### config.mk
export PLATFORM = sky130hd
export DESIGN_NAME = strap_test_ctrl
export DESIGN_NICKNAME = d
export VERILOG_FILES = /design/src/rtl/strap_tm_pkg.sv /design/src/rtl/por_sync.sv /design/src/rtl/strap_capture.sv /design/src/rtl/ref_divider.sv /design/src/rtl/test_mode_ctrl.sv /design/src/rtl/strap_test_ctrl.sv
export SDC_FILE = /design/constraint.sdc
export NUM_CORES = 1
export LEC_CHECK = 0
export CAP_MARGIN = 10
export CORE_MARGIN = 2
export CORE_UTILIZATION = 25
export DETAILED_ROUTE_END_ITERATION = 6
export DONT_BUFFER_PORTS = 1
export PLACE_DENSITY = 0.41
export SYNTH_ARGS = -nofsm -noshare
export SYNTH_HDL_FRONTEND = slang
export SYNTH_SLANG_ARGS = --single-unit
### constraint.sdc
create_clock -name ref_clk -period 2.58 [get_ports ref_clk]
set_input_delay 0.774 -clock ref_clk [delete_from_list [all_inputs] [get_ports ref_clk]]
set_output_delay 0.774 -clock ref_clk [all_outputs]
set_load 0.05 [all_outputs]
### src/rtl/strap_tm_pkg.sv
package strap_tm_pkg;
  localparam int FS_W = 3;

  typedef struct packed {
    logic [FS_W-1:0] fs;
    logic            pair_cpu;
    logic            test_sel;
  } strap_t;

  typedef enum logic {
    TM_HIZ  = 1'b0,
    TM_REFN = 1'b1
  } tmode_e;
endpackage

### src/rtl/por_sync.sv
module por_sync (
  input  logic clk,
  input  logic arst_n,
  output logic rst_n
);
  logic s1_q, s2_q;

  always_ff @(posedge clk or negedge arst_n) begin
    if (!arst_n) begin
      s1_q <= 1'b0;
      s2_q <= 1'b0;
    end else begin
      s1_q <= 1'b1;
      s2_q <= s1_q;
    end
  end

  assign rst_n = s2_q;

  // release walks through the first stage
  p_release_order_r10: assert property (@(posedge clk) disable iff (!arst_n)
    $rose(s2_q) |-> $past(s1_q));
endmodule

### src/rtl/strap_capture.sv
module strap_capture
  import strap_tm_pkg::*;
(
  input  logic   clk,
  input  logic   rst_n,
  input  logic   pwrgd_n,
  input  strap_t pins_i,
  output logic   captured_o,
  output strap_t held_o
);
  logic   cap_q, cap_d;
  strap_t held_q, held_d;

  always_comb begin
    cap_d  = cap_q;
    held_d = held_q;
    if (!cap_q && !pwrgd_n) begin
      cap_d           = 1'b1;
      held_d          = pins_i;
      held_d.fs[FS_W-1] = pins_i.test_sel ? 1'b0 : pins_i.fs[FS_W-1];
    end
  end

  always_ff @(posedge clk or negedge rst_n) begin
    if (!rst_n) begin
      cap_q  <= 1'b0;
      held_q <= '0;
    end else begin
      cap_q  <= cap_d;
      held_q <= held_d;
    end
  end

  assign captured_o = cap_q;
  assign held_o     = held_q;

  p_capture_sticky_r2: assert property (@(posedge clk) disable iff (!rst_n)
    cap_q |=> cap_q);
  p_held_frozen_r2: assert property (@(posedge clk) disable iff (!rst_n)
    cap_q |=> $stable(held_q));
  p_fs_top_masked_r3: assert property (@(posedge clk) disable iff (!rst_n)
    held_q.test_sel |-> (held_q.fs[FS_W-1] == 1'b0));
  p_no_capture_when_good_high_r2: assert property (@(posedge clk) disable iff (!rst_n)
    (!cap_q && pwrgd_n) |=> !cap_q);
endmodule

### src/rtl/ref_divider.sv
module ref_divider #(
  parameter int DIV_N = 4
) (
  input  logic clk,
  input  logic rst_n,
  output logic phase_o
);
  localparam int HALF = DIV_N / 2;
  localparam int CW   = (DIV_N > 2) ? $clog2(DIV_N) : 1;

  logic phase_q, phase_d;

  generate
    if (DIV_N == 2) begin : g_toggle
      always_comb phase_d = ~phase_q;
    end else begin : g_count
      localparam logic [CW-1:0] LAST  = CW'(DIV_N - 1);
      localparam logic [CW-1:0] HALFV = CW'(HALF);
      logic [CW-1:0] cnt_q, cnt_d;

      always_comb begin
        cnt_d   = (cnt_q == LAST) ? '0 : cnt_q + 1'b1;
        phase_d = (cnt_d < HALFV);
      end

      always_ff @(posedge clk or negedge rst_n) begin
        if (!rst_n) cnt_q <= '0;
        else        cnt_q <= cnt_d;
      end

      p_cnt_range_r9: assert property (@(posedge clk) disable iff (!rst_n)
        cnt_q <= LAST);
      p_phase_rise_at_wrap_r9: assert property (@(posedge clk) disable iff (!rst_n)
        $rose(phase_q) |-> (cnt_q == '0));
    end
  endgenerate

  always_ff @(posedge clk or negedge rst_n) begin
    if (!rst_n) phase_q <= 1'b1;
    else        phase_q <= phase_d;
  end

  assign phase_o = phase_q;
endmodule

### src/rtl/test_mode_ctrl.sv
module test_mode_ctrl
  import strap_tm_pkg::*;
(
  input  logic clk,
  input  logic rst_n,
  input  logic captured_i,
  input  logic strap_test_i,
  input  logic tmode_pin_i,
  input  logic reg_enter_i,
  input  logic reg_refn_i,
  input  logic phase_i,
  output logic active_o,
  output logic hiz_o,
  output logic refdiv_o
);
  logic   sw_q, sw_d;
  tmode_e mode;

  always_comb begin
    sw_d = sw_q;
    if (captured_i && reg_enter_i) sw_d = 1'b1;
  end

  always_ff @(posedge clk or negedge rst_n) begin
    if (!rst_n) sw_q <= 1'b0;
    else        sw_q <= sw_d;
  end

  always_comb begin
    if (sw_q) mode = reg_refn_i  ? TM_REFN : TM_HIZ;
    else      mode = tmode_pin_i ? TM_REFN : TM_HIZ;
  end

  assign active_o = strap_test_i | sw_q;
  assign hiz_o    = active_o && (mode == TM_HIZ);
  assign refdiv_o = active_o && (mode == TM_REFN) && phase_i;

  p_active_sticky_r8: assert property (@(posedge clk) disable iff (!rst_n)
    active_o |=> active_o);
  p_sw_after_capture_r6: assert property (@(posedge clk) disable iff (!rst_n)
    $rose(sw_q) |-> $past(captured_i));
  p_outputs_exclusive_r9: assert property (@(posedge clk) disable iff (!rst_n)
    !(hiz_o && refdiv_o));
  p_reg_owns_hiz_r7: assert property (@(posedge clk) disable iff (!rst_n)
    (sw_q && !reg_refn_i) |-> (hiz_o && !refdiv_o));
  p_idle_quiet_r5: assert property (@(posedge clk) disable iff (!rst_n)
    !active_o |-> (!hiz_o && !refdiv_o));
endmodule

### src/rtl/strap_test_ctrl.sv
module strap_test_ctrl
  import strap_tm_pkg::*;
#(
  parameter int DIV_N = 4
) (
  input  logic            ref_clk,
  input  logic            por_n,
  input  logic            pwrgd_n,
  input  logic [FS_W-1:0] strap_fs,
  input  logic            strap_tsel,
  input  logic            strap_pair,
  input  logic            tmode_pin,
  input  logic            reg_test_enter,
  input  logic            reg_test_refn,
  output logic [FS_W-1:0] fs_readback,
  output logic            pair_is_cpu,
  output logic            test_active,
  output logic            outputs_hiz,
  output logic            refdiv_clk
);
  logic   rst_n;
  logic   captured;
  logic   phase;
  strap_t pins;
  strap_t held;

  assign pins.fs       = strap_fs;
  assign pins.pair_cpu = strap_pair;
  assign pins.test_sel = strap_tsel;

  por_sync u_sync (
    .clk    (ref_clk),
    .arst_n (por_n),
    .rst_n  (rst_n)
  );

  strap_capture u_cap (
    .clk        (ref_clk),
    .rst_n      (rst_n),
    .pwrgd_n    (pwrgd_n),
    .pins_i     (pins),
    .captured_o (captured),
    .held_o     (held)
  );

  ref_divider #(.DIV_N(DIV_N)) u_div (
    .clk     (ref_clk),
    .rst_n   (rst_n),
    .phase_o (phase)
  );

  test_mode_ctrl u_tm (
    .clk          (ref_clk),
    .rst_n        (rst_n),
    .captured_i   (captured),
    .strap_test_i (held.test_sel),
    .tmode_pin_i  (tmode_pin),
    .reg_enter_i  (reg_test_enter),
    .reg_refn_i   (reg_test_refn),
    .phase_i      (phase),
    .active_o     (test_active),
    .hiz_o        (outputs_hiz),
    .refdiv_o     (refdiv_clk)
  );

  assign fs_readback = held.fs;
  assign pair_is_cpu = held.pair_cpu;

  // everything quiet while held in reset
  p_reset_quiet_r1: assert property (@(posedge ref_clk)
    !rst_n |-> (!test_active && !outputs_hiz && !refdiv_clk && fs_readback == '0));
endmodule

==> qor.csv, run 1 <==
metric,value,unit
result_of_the_run,completed,
final_period_minus_worst_setup_slack,1.95,ns
cts.clk_slew.worst_paths,0.07,ns
syn-num-nets,46,
synthDistinctLibCells,16,
timing_hold_violations_final,0,
cp_max_fo,4,
synthToLayoutAreaGrowth,17.8,%
globalRoute.totalOverflow,0,
postRouteWirelength,707,µm
track_usage,8.00,%
placeableCoreArea,1750,µm²
num-nets-final,53,
dp_cells,61,
antenna_found_initial,0,
p_clk_share,35.6,%
detailroute.via_count,272,
drtPass1Iterations,3,
synth_sequential_area_ratio,65.0,%
post_route_cells_drive_above_1_share,32.5,%
timing.critical_path.from_type,flip-flop,
switching_share,25.0,%
cts_post_setup_buffers_inserted,0,
place.gp.congestion,0.606,
synth_warnings,0,
tritoncts,built,
initial_core_util,26.6,%
pre_cts_ws,0.674,ns
p_seq_share,58.5,%
placement_rows,15,
drcViolationCount,0,
crit_path_setup_slack_layout,0.627,ns
max-cap-violations,0,
grt_first_pass_wirelength,1190,µm
min_period_over_period,75.7,%
drt-vias-per-instance,4.18,
power.total,0.396,mW
numClockSinks,12,
final-setup-viol-count,0,
worst_hold_path_type,flip-flop to asynchronous set/reset pin,
multi_input_area,151,µm²
die_width,47.1,µm
worstPathArrival,1.18,ns
layout.filler_cells,190,
postSynthRegisterBits,12,
source_to_sink_clock_delay_at_the_later_pin_of_the_worst_skew_pair,0.26,ns
grt_pass1_vias,321,
grt_setup_unrepaired,no,
die-height,47.1,µm
insertedDiodeCount,0,
powerDensity,724,nW/µm²
worst-endpoint-required,1.81,ns
cts-root-to-sink-buffers,2,
utilization,31.3,%
first_iter_violations,1,
postRouteAntennaNets,0,
final_max_slew_viol_count,0,
cellInternalPower,0.297,mW
cts_resized,0,
mappedNetlistArea,464,µm²
hpwl_after_dpl,577,µm
critPathCaptureType,primary output,
postSynthCellCount,34,
cts_hold_repair.buffers,0,
clock_tree.root_cell,clkbuf_4,
wl_per_cell,10.9,µm
net-switching-power,0.0991,mW
critPathKind,flip-flop to primary output,
ctsHtreeMaxLevel,1,
power.static_leakage,0.253,nW
syn_area_per_cell,13.7,µm²
power.share.combinational,5.9,%
final.setup_skew,0.00407,ns
tritoncts.num_buffers,3,
maximum_number_of_pins_on_one_net_before_global_route_repair,11,
design.die.area,2220,µm²
buffer_ports.inserted,0,
final_cell_count_no_fill,65,
io_pins,18,
vdd_ir_drop_max,314,µV
layout.area.seq,302,µm²
max_freq,0.512,GHz
sum_of_negative_setup_slack,0,ns
[routing by layer]
metal	GRT usage (%)	up-vias	part of all wire, %
met1	7.66	130	42
met2	14.2	18	45
met4	0	0	0
met5	0	-	0
li1	-	124	-
met3	6.54	0	13
[power by group through the flow]
stage	Sequential [mW]	Combinational [mW]	Clock, mW
6_report	0.232	0.0233	0.141
3_5_place_dp	0.235	0.0236	0
3_3_place_gp	0.235	0.0231	0
4_1_cts	0.232	0.0236	0.150
2_1_floorplan	0.233	0.0198	0
5_1_grt	0.234	0.0253	0.160
[critical path, cell delays in order, from the launching register on]
cell	delay, ns
dfrtp_1	0.40
nand2b_1	0.16
o21ai_1	0.14
buf_4	0.21
[cells by family (layout without fill, tap and decap cells)]
logic type | count (synthesis) | count (layout) | synth area share [%]
adder cells (fa/ha/maj) | 1 | 1 | 2.69
AND/OR/NAND/NOR | 9 | 9 | 10.8
multiplexers | 4 | 4 | 12.9
flip-flops | 12 | 12 | 65.0
AO/OA/AOI/OAI | 4 | 4 | 5.39
other | 1 | 1 | 0.808
buffers and inverters | 3 | 9 | 2.43
[cell usage after synthesis]
library cell / instances / area [µm²]
dfstp_2: 1 / 26.3
o21ai_1: 1 / 5.00
nand3_1: 1 / 5.00
inv_1: 3 / 11.3
nand2_1: 3 / 11.3
o21ai_0: 1 / 5.00
nand2b_1: 2 / 12.5
ha_1: 1 / 12.5
o41ai_1: 1 / 8.76
o22ai_1: 1 / 6.26
or2_2: 1 / 6.26
mux2_4: 4 / 60.1
nor2_4: 1 / 11.3
nor2_1: 1 / 3.75
conb_1: 1 / 3.75
dfrtp_1: 11 / 275
[cells in the final DEF (no fill, tap or decap), drive strengths merged]
cell type and n:
clkbuf 4, conb 1, o41ai 1, or2 1, nor2 2, o22ai 1, o21ai 2, buf 2
dfstp 1, nand2 3, ha 1, mux2 4, nand2b 2, inv 3, dfrtp 11, nand3 1
[metrics by stage]
stage                     hold slack, ns  cell area, µm²
after global routing               0.168             547
after global placement             0.157             510
after CTS                          0.176             547
after detailed placement           0.173             510
after floorplan                    0.120             464
final                              0.155             547
[area by class of cell]
class,instances,share of cell area [%]
timing repair buffer,2,2.75
inverter,3,2.06
sequential,12,55.1
tap,25,5.72
multi-input combinational,19,27.7
clock buffer,4,6.64
[flip-flops by register name (all words and copies together), names as in the netlist]
register,flops
u_sync.s1_q,1
u_cap.held_o,5
u_sync.rst_n,1
u_tm.sw_q,1
u_div.g_count.cnt_q,2
u_cap.captured_o,1
u_div.phase_o,1
[path summary, 6_finish.rpt]
| kind | from | endpoint | slack (ns) | cells past startpoint |
|---|---|---|---|---|
| worst max-delay path | u_tm.sw_q | refdiv_clk | 0.63 | 3 |
| worst min-delay path | u_sync.rst_n | u_div.g_count.cnt_q[1] | 0.16 | 0 |
| worst max register to register | u_cap.captured_o | u_cap.held_o[2] | 1.49 | 2 |
| worst min register to register | u_sync.rst_n | u_div.g_count.cnt_q[1] | 0.16 | 0 |
| max in group asynchronous | u_sync.rst_n | u_div.phase_o | 2.12 | 0 |
| min in group ref_clk | u_sync.s1_q | u_sync.rst_n | 0.35 | 0 |
(Power assumes the default switching activity.)
==> inputs of run 2 (changes only) <==
Settings changed: ABC_AREA set to 1.
Clock period 2.58 ns to 2 ns, I/O delays scaled along.
==> run 2 against run 1 <==
  * Cell count rose by 29%
  * Register-to-register slack got worse by 0.36 ns
  * Count of clock-buffer cells in the layout did not move
  * Flip-flop and latch count did not move
  * Design area fell by 0.46%
  * Worst hold slack got worse by 0.14 ns
  * Synthesized area rose by 1.6%
  * Clock skew barely moved
  * Combinational power fell by 15%
  * Power rose by 11%
  * Global-route usage rose by 0.47 points
==> qor.csv, run 2 <==
metric,value,unit,change
hpwl_after_dpl,590,µm,+2.3%
grt_pass1_vias,302,,-5.9%
post_route_cells_drive_above_1_share,18.6,%,-14 points
synth-xor-area-share,0,%,unchanged
timing_hold_violations_final,0,,unchanged
ctsHtreeMaxLevel,1,,unchanged
syn-num-nets,65,,+41%
globalRoute.totalOverflow,0,,unchanged
yosys_top_cell_by_area,dfrtp_1,,
powerDensity,810,nW/µm²,+12%
cts_hold_repair.buffers,0,,unchanged
wl_per_cell,8.89,µm,-18%
post-synth-top-count-cell,nand2_1,,
postRouteWirelength,747,µm,+5.7%
synth_mux_area_share,0,%,-13 points
power.total,0.441,mW,+11%
grt_first_pass_wirelength,1230,µm,+3.5%
reg2reg_slack,1.13,ns,-0.36 ns
synthDistinctLibCells,12,,-4
grt_setup_unrepaired,no,,
worstPathArrival,1.16,ns,-0.02 ns
post_synth_main_area_contributors,"dfrtp_1, nand2_1, dfstp_2",,
cp_max_fo,1,,-3
cts.clk_slew.worst_paths,0.07,ns,about the same
detailroute.via_count,329,,+21%
synth-async-reset-ratio,100,%,unchanged
synth_enable_flop_cells,0,,unchanged
slowest_stage,dfstp_2,,
numClockSinks,12,,unchanged
drt-vias-per-instance,3.92,,-6.4%
postSynthRegisterBits,12,,unchanged
drtPass1Iterations,3,,unchanged
cts_post_setup_buffers_inserted,0,,unchanged
layout.area.seq,302,µm²,unchanged
most_common_cell_after_layout_fill_and_taps_aside,nand2_1,,
worst-endpoint-required,1.40,ns,-0.41 ns
layout.filler_cells,199,,+4.7%
syn_area_per_cell,8.90,µm²,-35%
multi_input_area,140,µm²,-7.4%
final-setup-viol-count,0,,unchanged
largest_register_ffs,5,,unchanged
result_of_the_run,completed,,
final_max_slew_viol_count,0,,unchanged
num-nets-final,72,,+36%
cts_resized,0,,unchanged
final_period_minus_worst_setup_slack,1.76,ns,
combinational_family_with_the_most_area_after_synthesis,simple AND/OR/NAND/NOR gates,,
crit_path_setup_slack_layout,0.241,ns,-0.387 ns
critPathLaunch,u_div.phase_o,,
cts-root-to-sink-buffers,2,,unchanged
path_cells,"o21ai_0, nor2_1, buf_4",,
dp_cells,80,,+31%
rr_startpoint,u_cap.held_o[4],,
critPathKind,flip-flop to primary output,,
synth_sequential_area_ratio,63.9,%,-1.0 points
power.static_leakage,0.295,nW,+17%
pre_cts_ws,0.398,ns,-0.277 ns
synth_commonest_cells,"nand2_1, dfrtp_1, inv_1",,
mappedNetlistArea,472,µm²,+1.6%
postRouteAntennaNets,0,,unchanged
antenna_found_initial,0,,unchanged
max_freq,0.568,GHz,
synth_adder_area_share,2.65,%,-0.043 points
maximum_number_of_pins_on_one_net_before_global_route_repair,11,,unchanged
utilization,31.2,%,-0.14 points
post_synthesis_compound_gate_area_fraction,1.06,%,-4.3 points
critPathMaxStageDelay,0.51,ns,+0.11 ns
initial_core_util,27.0,%,+0.43 points
critPathCaptureType,primary output,,
die-height,47.4,µm,+0.73%
place.gp.congestion,0.587,,-3.0%
drcViolationCount,0,,unchanged
insertedDiodeCount,0,,unchanged
tritoncts,built,,
design.die.area,2250,µm²,+1.5%
synth_warnings,0,,unchanged
tritoncts.num_buffers,3,,unchanged
final_cell_count_no_fill,84,,+29%
dominantRegCellSynth,dfrtp_1,,
io_pins,18,,unchanged
buffer_ports.inserted,0,,unchanged
vdd_ir_drop_max,412,µV,+31%
worst_hold_path_type,primary input to asynchronous set/reset pin,,
sum_of_negative_setup_slack,0,ns,unchanged
worst-r2r-cell-count,2,,unchanged
yosys.area_share.simple,25.2,%,+14 points
clock_tree.root_cell,clkbuf_4,,
final.setup_skew,0.00450,ns,+0.000422 ns
synthToLayoutAreaGrowth,15.4,%,
track_usage,8.47,%,+0.47 points
placeableCoreArea,1750,µm²,unchanged
source_to_sink_clock_delay_at_the_later_pin_of_the_worst_skew_pair,0.27,ns,about the same
synthDominantCellAreaShare,58.4,%,-0.94 points
timing.critical_path.from_type,flip-flop,,
postSynthCellCount,53,,+56%
max-cap-violations,0,,unchanged
worst_r2r_endpoint,u_cap.held_o[4],,
layout.cells.most_common_list,"nand2_1, dfrtp_1, inv_1",,
min_period_over_period,88.0,%,
die_width,47.4,µm,+0.73%
first_iter_violations,4,,+3
placement_rows,15,,unchanged
## run 2: final cells by class
type | count | share of cell area [%]
Tap cell | 25 | 5.75
Timing Repair Buffer | 2 | 2.76
Multi-Input combinational cell | 33 | 25.7
Clock buffer | 4 | 4.83
Inverter | 8 | 5.52
Sequential cell | 12 | 55.4
## run 2: worst max path at each step
stage | endpoint | depth (start not counted)
2_1_floorplan | refdiv_clk | 4
3_3_place_gp | refdiv_clk | 5
3_5_place_dp | refdiv_clk | 5
4_1_cts | refdiv_clk | 3
5_1_grt | refdiv_clk | 3
6_report | refdiv_clk | 3
## run 2: per-stage QoR
stage,hold slack [ns],instance area (µm²)
after detailed placement,0.179,518
after global placement,0.180,518
after CTS,0.00363,544
after global routing,0.00260,544
final,0.0194,544
after floorplan,0.120,472
## run 2: report_power, final
group	total [mW]	internal (mW)	switching [mW]	leakage [nW]
clock network	0.150	0.0771	0.0733	0.0150
logic	0.0198	0.00668	0.0131	0.136
registers	0.271	0.249	0.0214	0.145
## run 2: logic make-up after synthesis
| logic type | after synthesis |
|---|---|
| fa+ha+maj | 1 |
| simple gates | 30 |
| buf+inv | 8 |
| compound gates | 1 |
| other cells | 1 |
| flops | 12 |
## run 2: worst max-delay path, delay by kind of cell (launching register included)
family | cells | cell delay, ns
flip-flops | 1 | 0.51
AND/OR/NAND/NOR | 1 | 0.11
AO/OA/AOI/OAI | 1 | 0.07
buffers and inverters | 1 | 0.20
## run 2: per-layer routing
metal,GRT usage [%],share of wire [%],vias up
met2,10.3,42,14
met3,2.64,10,2
met4,8.33,1.7,0
li1,-,-,167
met1,11.4,46,146
met5,0,0,-
